$ cat src/rtl/rg_pkg.sv
package rg_pkg;

    typedef enum logic [2:0] {
        PH_IDLE = 3'd0,
        PH_T1   = 3'd1,
        PH_T2   = 3'd2,
        PH_T3   = 3'd3,
        PH_TW   = 3'd4,
        PH_T4   = 3'd5
    } phase_t;

    typedef enum logic [1:0] {
        ST_OWN  = 2'd0,
        ST_HELD = 2'd1,
        ST_DEAD = 2'd2
    } own_state_t;

    // A request seen in these clocks is too late for this cycle's T4.
    function automatic logic is_late_phase(input phase_t ph);
        return (ph == PH_T3) || (ph == PH_TW) || (ph == PH_T4);
    endfunction

    // Clock in which a grant pulse may be issued at all.
    function automatic logic grant_window(input phase_t ph,
                                          input logic   lock_i,
                                          input logic   split_i,
                                          input logic   inta_i);
        logic ok;
        ok = 1'b0;
        if (!lock_i) begin
            if (ph == PH_IDLE)
                ok = 1'b1;
            else if (ph == PH_T4 && !split_i && !inta_i)
                ok = 1'b1;
        end
        return ok;
    endfunction

endpackage

$ cat src/rtl/rg_line_monitor.sv
module rg_line_monitor
    import rg_pkg::*;
#(
    parameter int NCH = 2
) (
    input  logic           clk,
    input  logic           rst,
    input  logic [NCH-1:0] line_in,
    input  logic [NCH-1:0] capture_en,
    input  logic [NCH-1:0] clear_ch,
    input  phase_t         phase,
    output logic [NCH-1:0] pend,
    output logic [NCH-1:0] late
);

    for (genvar c = 0; c < NCH; c++) begin : g_ch
        logic seen;
        assign seen = capture_en[c] && !line_in[c];

        always_ff @(posedge clk) begin
            if (rst) begin
                pend[c] <= 1'b0;
                late[c] <= 1'b0;
            end else if (clear_ch[c]) begin
                pend[c] <= 1'b0;
                late[c] <= 1'b0;
            end else if (seen) begin
                pend[c] <= 1'b1;
                late[c] <= is_late_phase(phase);
            end else if (phase == PH_T1) begin
                late[c] <= 1'b0;
            end
        end

        AST_CAPTURE_KEPT: assert property (@(posedge clk) disable iff (rst)
            (seen && !clear_ch[c]) |=> pend[c]) else $error("capture lost");
    end

endmodule

$ cat src/rtl/rg_grant_select.sv
module rg_grant_select
    import rg_pkg::*;
#(
    parameter int NCH  = 2,
    localparam int IDXW = (NCH > 1) ? $clog2(NCH) : 1
) (
    input  logic            clk,
    input  logic            rst,
    input  logic [NCH-1:0]  pend,
    input  logic [NCH-1:0]  late,
    input  phase_t          phase,
    input  logic            lock_i,
    input  logic            split_i,
    input  logic            inta_i,
    input  logic            own_bus,
    output logic [NCH-1:0]  grant,
    output logic [IDXW-1:0] grant_idx,
    output logic            grant_any
);

    logic           window;
    logic [NCH-1:0] eligible;

    always_comb begin
        window = own_bus && grant_window(phase, lock_i, split_i, inta_i);
        for (int i = 0; i < NCH; i++)
            eligible[i] = pend[i] && !(late[i] && phase != PH_IDLE);
    end

    // Scan from the highest channel down, so the lowest eligible wins.
    always_comb begin
        grant     = '0;
        grant_idx = '0;
        if (window) begin
            for (int i = NCH - 1; i >= 0; i--) begin
                if (eligible[i]) begin
                    grant     = '0;
                    grant[i]  = 1'b1;
                    grant_idx = IDXW'(i);
                end
            end
        end
    end

    assign grant_any = |grant;

    AST_ONE_GRANT:   assert property (@(posedge clk) disable iff (rst)
        $onehot0(grant)) else $error("multi grant");
    AST_GRANT_PHASE: assert property (@(posedge clk) disable iff (rst)
        grant_any |-> (phase == PH_T4 || phase == PH_IDLE)) else $error("grant phase");
    AST_LOCK_BLOCK:  assert property (@(posedge clk) disable iff (rst)
        lock_i |-> !grant_any) else $error("grant under lock");
    AST_SPLIT_BLOCK: assert property (@(posedge clk) disable iff (rst)
        (phase == PH_T4 && (split_i || inta_i)) |-> !grant_any) else $error("grant blocked cycle");
    AST_LOW_WINS:    assert property (@(posedge clk) disable iff (rst)
        (grant_any && eligible[0]) |-> grant[0]) else $error("priority");

endmodule

$ cat src/rtl/rg_owner_fsm.sv
module rg_owner_fsm
    import rg_pkg::*;
#(
    parameter int NCH  = 2,
    localparam int IDXW = (NCH > 1) ? $clog2(NCH) : 1
) (
    input  logic            clk,
    input  logic            rst,
    input  logic [NCH-1:0]  line_in,
    input  logic [NCH-1:0]  grant,
    input  logic            grant_any,
    input  logic [IDXW-1:0] grant_idx,
    output own_state_t      state,
    output logic [NCH-1:0]  capture_en,
    output logic            own_bus,
    output logic            float_o
);

    logic [IDXW-1:0] owner;
    logic [NCH-1:0]  owner_mask;
    logic            release_seen;

    always_comb begin
        owner_mask        = '0;
        owner_mask[owner] = 1'b1;
        release_seen      = (line_in & owner_mask) == '0;
    end

    always_ff @(posedge clk) begin
        if (rst) begin
            state <= ST_OWN;
            owner <= '0;
        end else begin
            unique case (state)
                ST_OWN: if (grant_any) begin
                    state <= ST_HELD;
                    owner <= grant_idx;
                end
                ST_HELD: if (release_seen) state <= ST_DEAD;
                ST_DEAD: state <= ST_OWN;
                default: state <= ST_OWN;
            endcase
        end
    end

    always_comb begin
        unique case (state)
            ST_OWN:  capture_en = ~grant;
            ST_HELD: capture_en = ~owner_mask;
            default: capture_en = '1;
        endcase
    end

    assign own_bus = (state == ST_OWN);
    assign float_o = (state != ST_OWN);

    AST_GRANT_FLOATS: assert property (@(posedge clk) disable iff (rst)
        grant_any |=> (state == ST_HELD)) else $error("no float after grant");
    AST_HOLD_UNTIL:   assert property (@(posedge clk) disable iff (rst)
        (state == ST_HELD && !release_seen) |=> (state == ST_HELD)) else $error("float ended early");
    AST_DEAD_ONE:     assert property (@(posedge clk) disable iff (rst)
        (state == ST_DEAD) |=> (state == ST_OWN)) else $error("dead clock length");
    AST_QUIET_FLOAT:  assert property (@(posedge clk) disable iff (rst)
        (state != ST_OWN) |-> (grant == '0)) else $error("drive while floated");

endmodule

$ cat src/rtl/rg_bus_arbiter.sv
module rg_bus_arbiter
    import rg_pkg::*;
#(
    parameter int NCH = 2
) (
    input  logic           clk,
    input  logic           rst,
    input  logic [NCH-1:0] line_in,
    input  logic [2:0]     bus_phase,
    input  logic           locked,
    input  logic           inta_first,
    input  logic           split_low_half,
    output logic [NCH-1:0] line_drive_low,
    output logic           bus_float
);

    localparam int IDXW = (NCH > 1) ? $clog2(NCH) : 1;

    phase_t          phase;
    own_state_t      state;
    logic [NCH-1:0]  pend, late, grant, capture_en;
    logic [IDXW-1:0] grant_idx;
    logic            grant_any, own_bus, float_w;

    assign phase = phase_t'(bus_phase);

    rg_line_monitor #(.NCH(NCH)) u_mon (
        .clk(clk), .rst(rst), .line_in(line_in), .capture_en(capture_en),
        .clear_ch(grant), .phase(phase), .pend(pend), .late(late)
    );

    rg_grant_select #(.NCH(NCH)) u_sel (
        .clk(clk), .rst(rst), .pend(pend), .late(late), .phase(phase),
        .lock_i(locked), .split_i(split_low_half), .inta_i(inta_first),
        .own_bus(own_bus), .grant(grant), .grant_idx(grant_idx),
        .grant_any(grant_any)
    );

    rg_owner_fsm #(.NCH(NCH)) u_fsm (
        .clk(clk), .rst(rst), .line_in(line_in), .grant(grant),
        .grant_any(grant_any), .grant_idx(grant_idx), .state(state),
        .capture_en(capture_en), .own_bus(own_bus), .float_o(float_w)
    );

    assign line_drive_low = grant;
    assign bus_float      = float_w;

    AST_PULSE_ONE_CLK: assert property (@(posedge clk) disable iff (rst)
        (|line_drive_low) |=> (line_drive_low == '0)) else $error("grant wider than one clock");
    AST_FLOAT_FOLLOWS: assert property (@(posedge clk) disable iff (rst)
        (|line_drive_low) |=> bus_float) else $error("float missing");

endmodule

$ cat config.mk
export PLATFORM = sky130hd
export DESIGN_NAME = rg_bus_arbiter
export DESIGN_NICKNAME = d
export VERILOG_FILES = /design/src/rtl/rg_pkg.sv /design/src/rtl/rg_line_monitor.sv /design/src/rtl/rg_grant_select.sv /design/src/rtl/rg_owner_fsm.sv /design/src/rtl/rg_bus_arbiter.sv
export SDC_FILE = /design/constraint.sdc
export NUM_CORES = 1
export LEC_CHECK = 0
export BUFFER_PORTS_ARGS = -buffer_cell sky130_fd_sc_hd__buf_2
export CELL_PAD_IN_SITES_DETAIL_PLACEMENT = 1
export CELL_PAD_IN_SITES_GLOBAL_PLACEMENT = 2
export CORE_UTILIZATION = 26
export DETAILED_ROUTE_END_ITERATION = 8
export PLACE_DENSITY = 0.71
export SYNTH_ARGS = -nofsm -noshare
export SYNTH_HDL_FRONTEND = slang
export SYNTH_SLANG_ARGS = --single-unit
$ cat constraint.sdc
create_clock -name clk -period 2.1 [get_ports clk]
set_input_delay 0.42 -clock clk [delete_from_list [all_inputs] [get_ports clk]]
set_output_delay 0.42 -clock clk [all_outputs]
set_load 0.01 [all_outputs]
==> qor.yml, run 1 <==
clock_latency_ps: 260
rsz0062_at_grt: "no"
cp_slowest_stage_delay_ps: 330
synth_cells: 41
synth_fp_nets: 51
setup_viol: 0
fmax_ghz: 0.490
relSlewSlack_pct: 77.5
startpoint_type: "input pin"
post_drt_wl_per_cell_um: 11.6
postSynthAreaPerCell_um2: 9.31
cp_slowest_cell: "a2111oi_4"
viasPerCell: 4.80
grt_pass1_vias: 322
antenna_found_initial: 0
fin_worst_skew_ps: 2.99
critical_path_class: "input pin to output port"
cts_buffers: 3
final_max_slew_viol_count: 0
synth_enable_flop_cells: 0
maxCapViolCount: 0
area_growth_pct: 39.3
synth_cell_type_count: 25
cts.sinks: 7
ant_nets: 0
finalSetupTns_ps: 0
fillerInstances: 164
finalWirelength_um: 871
core_area_mm2: 0.00133
p_leak_uw: 0.000231
clk_pin_slew_ps: 50
fin_nets: 71
critPathMaxFanout: 5
cts_buffer_depth: 2
hold_path.class: "input pin to flip-flop"
fp-row-count: 13
power_uw: 320
routabilityCongestion: 0.745
peakVddDrop_mv: 0.273
worst_slew_pin_slew_ps: 329
remaining_drc_errors: 0
period_minus_slack_ps: 2040
first_iter_violations: 2
critPathRequiredTime_ps: 1680
ys_ff_latch: 7
start_util_pct: 28.6
die_area_mm2: 0.00162
netlist.area_leader.share_pct: 36.7
synthFlopType: "dfxtp_1"
cellPowerDensity_mw_per_mm2: 601
grt_util_all_layers_pct: 13.5
via_count: 360
ios: 13
yosysWarnings: 0
endpoint_kind: "output port"
htree_levels: 1
grt_pass1_wl_um: 1330
drtPass1Iterations: 2
synth_area_um2: 382
grt_max_degree: 6
async_reset_ff_share_pct: 0
synthTopCellsByArea: "dfxtp_1 37%, a21oi_1 5.2%, nor2_1 4.9%, nor2b_1 4.9%, a2111oi_2 3.9%"
multi_input_area_um2: 245
clockRootBuffer: "clkbuf_4"
die_y_um: 40.3
worstPathCellList: "buf_2 -> or2_4 -> a2111oi_4 -> buf_4 -> and3b_4 -> buf_6"
io_buffers: 12
hold_viol: 0
regArea_um2: 140
status: "completed"
n_antenna_cell: 0
drive_gt1_share_pct: 46.7
synth.yosys.seq_area_share_pct: 36.7
dieWidth_um: 40.3
globalRouteOverflowTotal: 0
cp.arrival_ps: 1620
cts_tree: "built"
yosysTopAreaCell: "dfxtp_1"
timing.final.crit_share_pct: 97.2
hpwl_um: 698
-- synthesized netlist by cell type, types with 2 or more instances --
library cell	count
a21oi_1	4
dfxtp_1	7
nor2_1	5
nand2_1	2
nor2b_1	3
-- per-layer routing --
layer / global-route usage, % / wire [um] / up-vias
met3: 6.67 / 81 / 3
met1: 14.9 / 410 / 162
met5: 0 / 0 / -
li1: - / - / 184
met4: 10.0 / 19 / 0
met2: 19.8 / 359 / 11
-- stage by stage --
stage / worst slack, ps / hold slack (ps) / utilization, % / std cells / instance area [um2]
after detailed placement: 71.7 / 468 / 35.1 / 69 / 468
after CTS: 49.3 / 400 / 37.1 / 73 / 495
after global routing: 7.22 / 406 / 39.9 / 75 / 532
after global placement: 90.6 / 452 / 35.1 / 69 / 468
final: 58.3 / 407 / 39.9 / 75 / 532
after floorplan: 208 / 433 / - / 41 / 382
-- timing repair --
item                                   CTS  global route
endpoints found under the hold margin    0             0
hold buffers                             0             0
setup endpoints to repair                0             1
buffers inserted                         0             2
gates resized for setup                  0             3
-- worst paths after layout --
kind              slack, ps                           to                   startpoint  cells past startpoint
hold / removal          410  u_fsm.state[0]$_SDFFE_PP0P_                          rst                      2
setup reg to reg        650   u_mon.late[1]$_SDFFE_PP0P_  u_fsm.state[0]$_SDFFE_PP0P_                      6
setup / recovery         60            line_drive_low[1]                 bus_phase[0]                      6
hold reg to reg         470   u_mon.pend[0]$_SDFFE_PP0P_   u_mon.pend[0]$_SDFFE_PP0P_                      2
-- kinds of logic after synthesis --
logic type             after synthesis  synth area share (%)
AOI/OAI and AO/OA                   11                  21.6
buffers and inverters                2                  2.95
and+or+nand+nor                     19                  33.1
DFF                                  7                  36.7
muxes                                2                  5.57
-- critical path: cells and delay by family --
family,cells,cell delay [ps]
buf+inv,3,400
compound gates,1,330
simple gates,2,470
-- power breakdown --
| part | internal [uW] | switching (uW) |
|---|---|---|
| combinational | 28.1 | 24.7 |
| sequential | 140 | 3.29 |
| clock | 69.8 | 54.3 |
| total | 237 | 82.3 |
-- flip-flops by register name (all words and copies together), names as in the netlist --
name / cells
u_fsm.owner: 1
u_fsm.state: 2
u_mon.late: 2
u_mon.pend: 2
-- final cells by class --
class / count / area share, %
clock inverters: 1 / 0.941
well taps: 15 / 3.53
inverters: 1 / 0.706
flip-flops and latches: 7 / 26.4
multi-input cells: 32 / 46.1
clock buffers: 3 / 4.24
repair buffers: 16 / 18.1
-- layout by cell type, fill, tap and decap left out, drive strengths merged, types with 2 or more instances in the layout --
cell type  synthesis  final
nor2               5      5
a2111oi            2      2
dfxtp              7      7
nand2              2      2
or2                2      2
a21oi              4      4
nor2b              3      3
buf                1     16
a21boi             2      2
clkbuf             0      3
Power figures use the tool's default switching activity.
==> run 2, diff against run 1 <==
CORE_ASPECT_RATIO = 1.2   (was not set)
CORE_UTILIZATION = 23   (was 26)
PLACE_DENSITY = 0.66   (was 0.71)
RECOVER_POWER = 50   (was not set)
clock period = 1.8 ns   (was 2.1 ns; I/O delays follow)
==> run 2 against run 1 <==
The flow now finishes with violations (setup timing); setup slack lost 68 ps; combinational power grew 44%; via count grew 5.0%; total power grew 20%; highest routed layer unchanged.
==> qor.yml, run 2 (synthesis results as in run 1) <==
die_area_mm2: 0.00183  # +12%
globalRouteOverflowTotal: 0  # unchanged
fp-row-count: 15  # +2
cts.sinks: 7  # unchanged
critPathRequiredTime_ps: 1440  # -240 ps
wl_met3_um: 56  # -31%
hold_depth: 2  # unchanged
n_antenna_cell: 0  # unchanged
grt_pass1_wl_um: 1440  # +7.8%
clk_pin_slew_ps: 50  # about the same
antenna_found_initial: 0  # unchanged
final_max_slew_viol_count: 0  # unchanged
drt-met1-wl_um: 433  # +5.6%
reg2reg_to: "u_mon.late[0]$_SDFFE_PP0P_"
critical_path_class: "input pin to output port"
multi_input_area_um2: 264  # +7.7%
peakVddDrop_mv: 0.314  # +15%
hp-start: "rst"
timing.final.crit_share_pct: 101
rsz0062_at_grt: "yes"
cts_buffers: 3  # unchanged
r2r-start: "u_fsm.state[0]$_SDFFE_PP0P_"
endpoint_kind: "output port"
first_iter_violations: 1  # -1
regArea_um2: 140  # unchanged
grt_util_all_layers_pct: 12.2  # -1.3 points
period_minus_slack_ps: 1810
cp.arrival_ps: 1450  # -170 ps
layoutNonFillerInstCount: 80  # +6.7%
finalWirelength_um: 977  # +12%
final_common_cell: "buf_2"
routabilityCongestion: 0.700  # -6.0%
dieWidth_um: 39.2  # -2.8%
via_count: 378  # +5.0%
clockRootBuffer: "clkbuf_4"
setup_viol: 1  # +1
mostFrequentLayoutCells: "8 x buf_2, 7 x buf_4, 7 x dfxtp_1, 5 x nor2_1, 4 x a21oi_1"
grt_pass1_vias: 365  # +13%
cellPowerDensity_mw_per_mm2: 649  # +8.0%
p_leak_uw: 0.000247  # +6.7%
htree_levels: 1  # unchanged
critPathMaxFanout: 4  # -1
ant_nets: 0  # unchanged
whs_endpoint: "u_mon.late[1]$_SDFFE_PP0P_"
routed.top_layer: "met4"
fillerInstances: 195  # +19%
power_uw: 383  # +20%
drive_gt1_share_pct: 46.0  # -0.63 points
area_growth_pct: 54.4
die_y_um: 46.6  # +16%
fin_worst_skew_ps: 2.19  # -0.793 ps
drtPass1Iterations: 2  # unchanged
grt_max_degree: 6  # unchanged
status: "finished, violations left"
post_drt_wl_per_cell_um: 12.2  # +5.2%
clock_latency_ps: 250  # about the same
remaining_drc_errors: 0  # unchanged
viasPerCell: 4.73  # -1.6%
wl_met2_um: 466  # +30%
largestRegisters: "u_fsm.state (2), u_mon.late (2), u_mon.pend (2)"
maxCapViolCount: 0  # unchanged
hold_viol: 0  # unchanged
cts_tree: "built"
reg2reg_slack_ps: 470  # -180 ps
core_area_mm2: 0.00150  # +13%
cts_buffer_depth: 2  # unchanged
rr_worst_depth: 5  # -1
relSlewSlack_pct: 79.4  # +1.9 points
startpoint_type: "input pin"
hold_path.class: "input pin to flip-flop"
worst_slew_pin_slew_ps: 301  # -27.3 ps
fin_nets: 74  # +4.2%
fmax_ghz: 0.553
holdWs_ps: 354  # -52.4 ps
ios: 13  # unchanged
io_buffers: 12  # unchanged
dp_cells: 75  # +8.7%
start_util_pct: 25.4  # -3.2 points
violations: "setup timing"
finalWorstSetupSlack_ps: -9.28  # -67.6 ps
==> run 2: cell count changes in the layout (fill, tap and decap cells not counted), sizes merged <==
cell    before  now
clkinv       1    0
clkbuf       3    5
buf         16   18
==> run 2: layout make-up <==
type / count / share of cell area [%]
Timing Repair Buffer: 19 / 22.7
Tap cell: 17 / 3.61
Inverter: 1 / 0.637
Sequential cell: 7 / 23.8
Clock buffer: 4 / 4.46
Multi-Input combinational cell: 32 / 44.8
==> run 2: per-layer routing <==
| layer | vias to the layer above | GRT usage [%] |
|---|---|---|
| li1 | 189 | - |
| met1 | 171 | 13.2 |
| met2 | 14 | 20.3 |
| met3 | 4 | 2.90 |
| met4 | 0 | 8.28 |
| met5 | - | 0 |
==> run 2: what timing repair did <==
| item | in CTS | in global routing |
|---|---|---|
| pin swaps | 0 | 3 |
| hold buffers | 0 | 0 |
| cloned | 0 | 0 |
| gates resized for setup | 4 | 6 |
| setup buffers | 0 | 1 |
| setup endpoints to repair | 2 | 1 |
==> run 2: how the worst max path moves through the flow <==
stage            startpoint                end  slack (ps)
2_1_floorplan    inta_first  line_drive_low[1]          30
3_3_place_gp     inta_first  line_drive_low[1]         -40
3_5_place_dp     inta_first  line_drive_low[1]         -40
4_1_cts        bus_phase[1]  line_drive_low[1]         -10
5_1_grt        bus_phase[2]  line_drive_low[1]         -50
6_report       bus_phase[2]  line_drive_low[1]          -9
==> run 2: metrics by stage <==
step / setup WS, ps / util [%] / instance area, um2 / setup TNS (ps)
after floorplan: 27.8 / - / 382 / 0
after global placement: -43.9 / 33.3 / 500 / -43.9
after detailed placement: -40.3 / 33.3 / 500 / -40.3
after CTS: -12.1 / 37.3 / 561 / -12.1
after global routing: -52.8 / 39.3 / 589 / -52.8
final: -9.28 / 39.3 / 589 / -9.28
==> run 2: power by group <==
part           switching [uW]  total, uW  leakage (uW)  internal (uW)
registers                4.36        167     0.0000575            163
logic                    32.4       76.1      0.000174           43.7
clock network            54.8        139     0.0000150           84.4
==> run 2: critical path, cell delays in order <==
cell and delay (ps):
buf_8 100, or2_4 250, a2111oi_4 380, and3b_4 260, buf_6 100
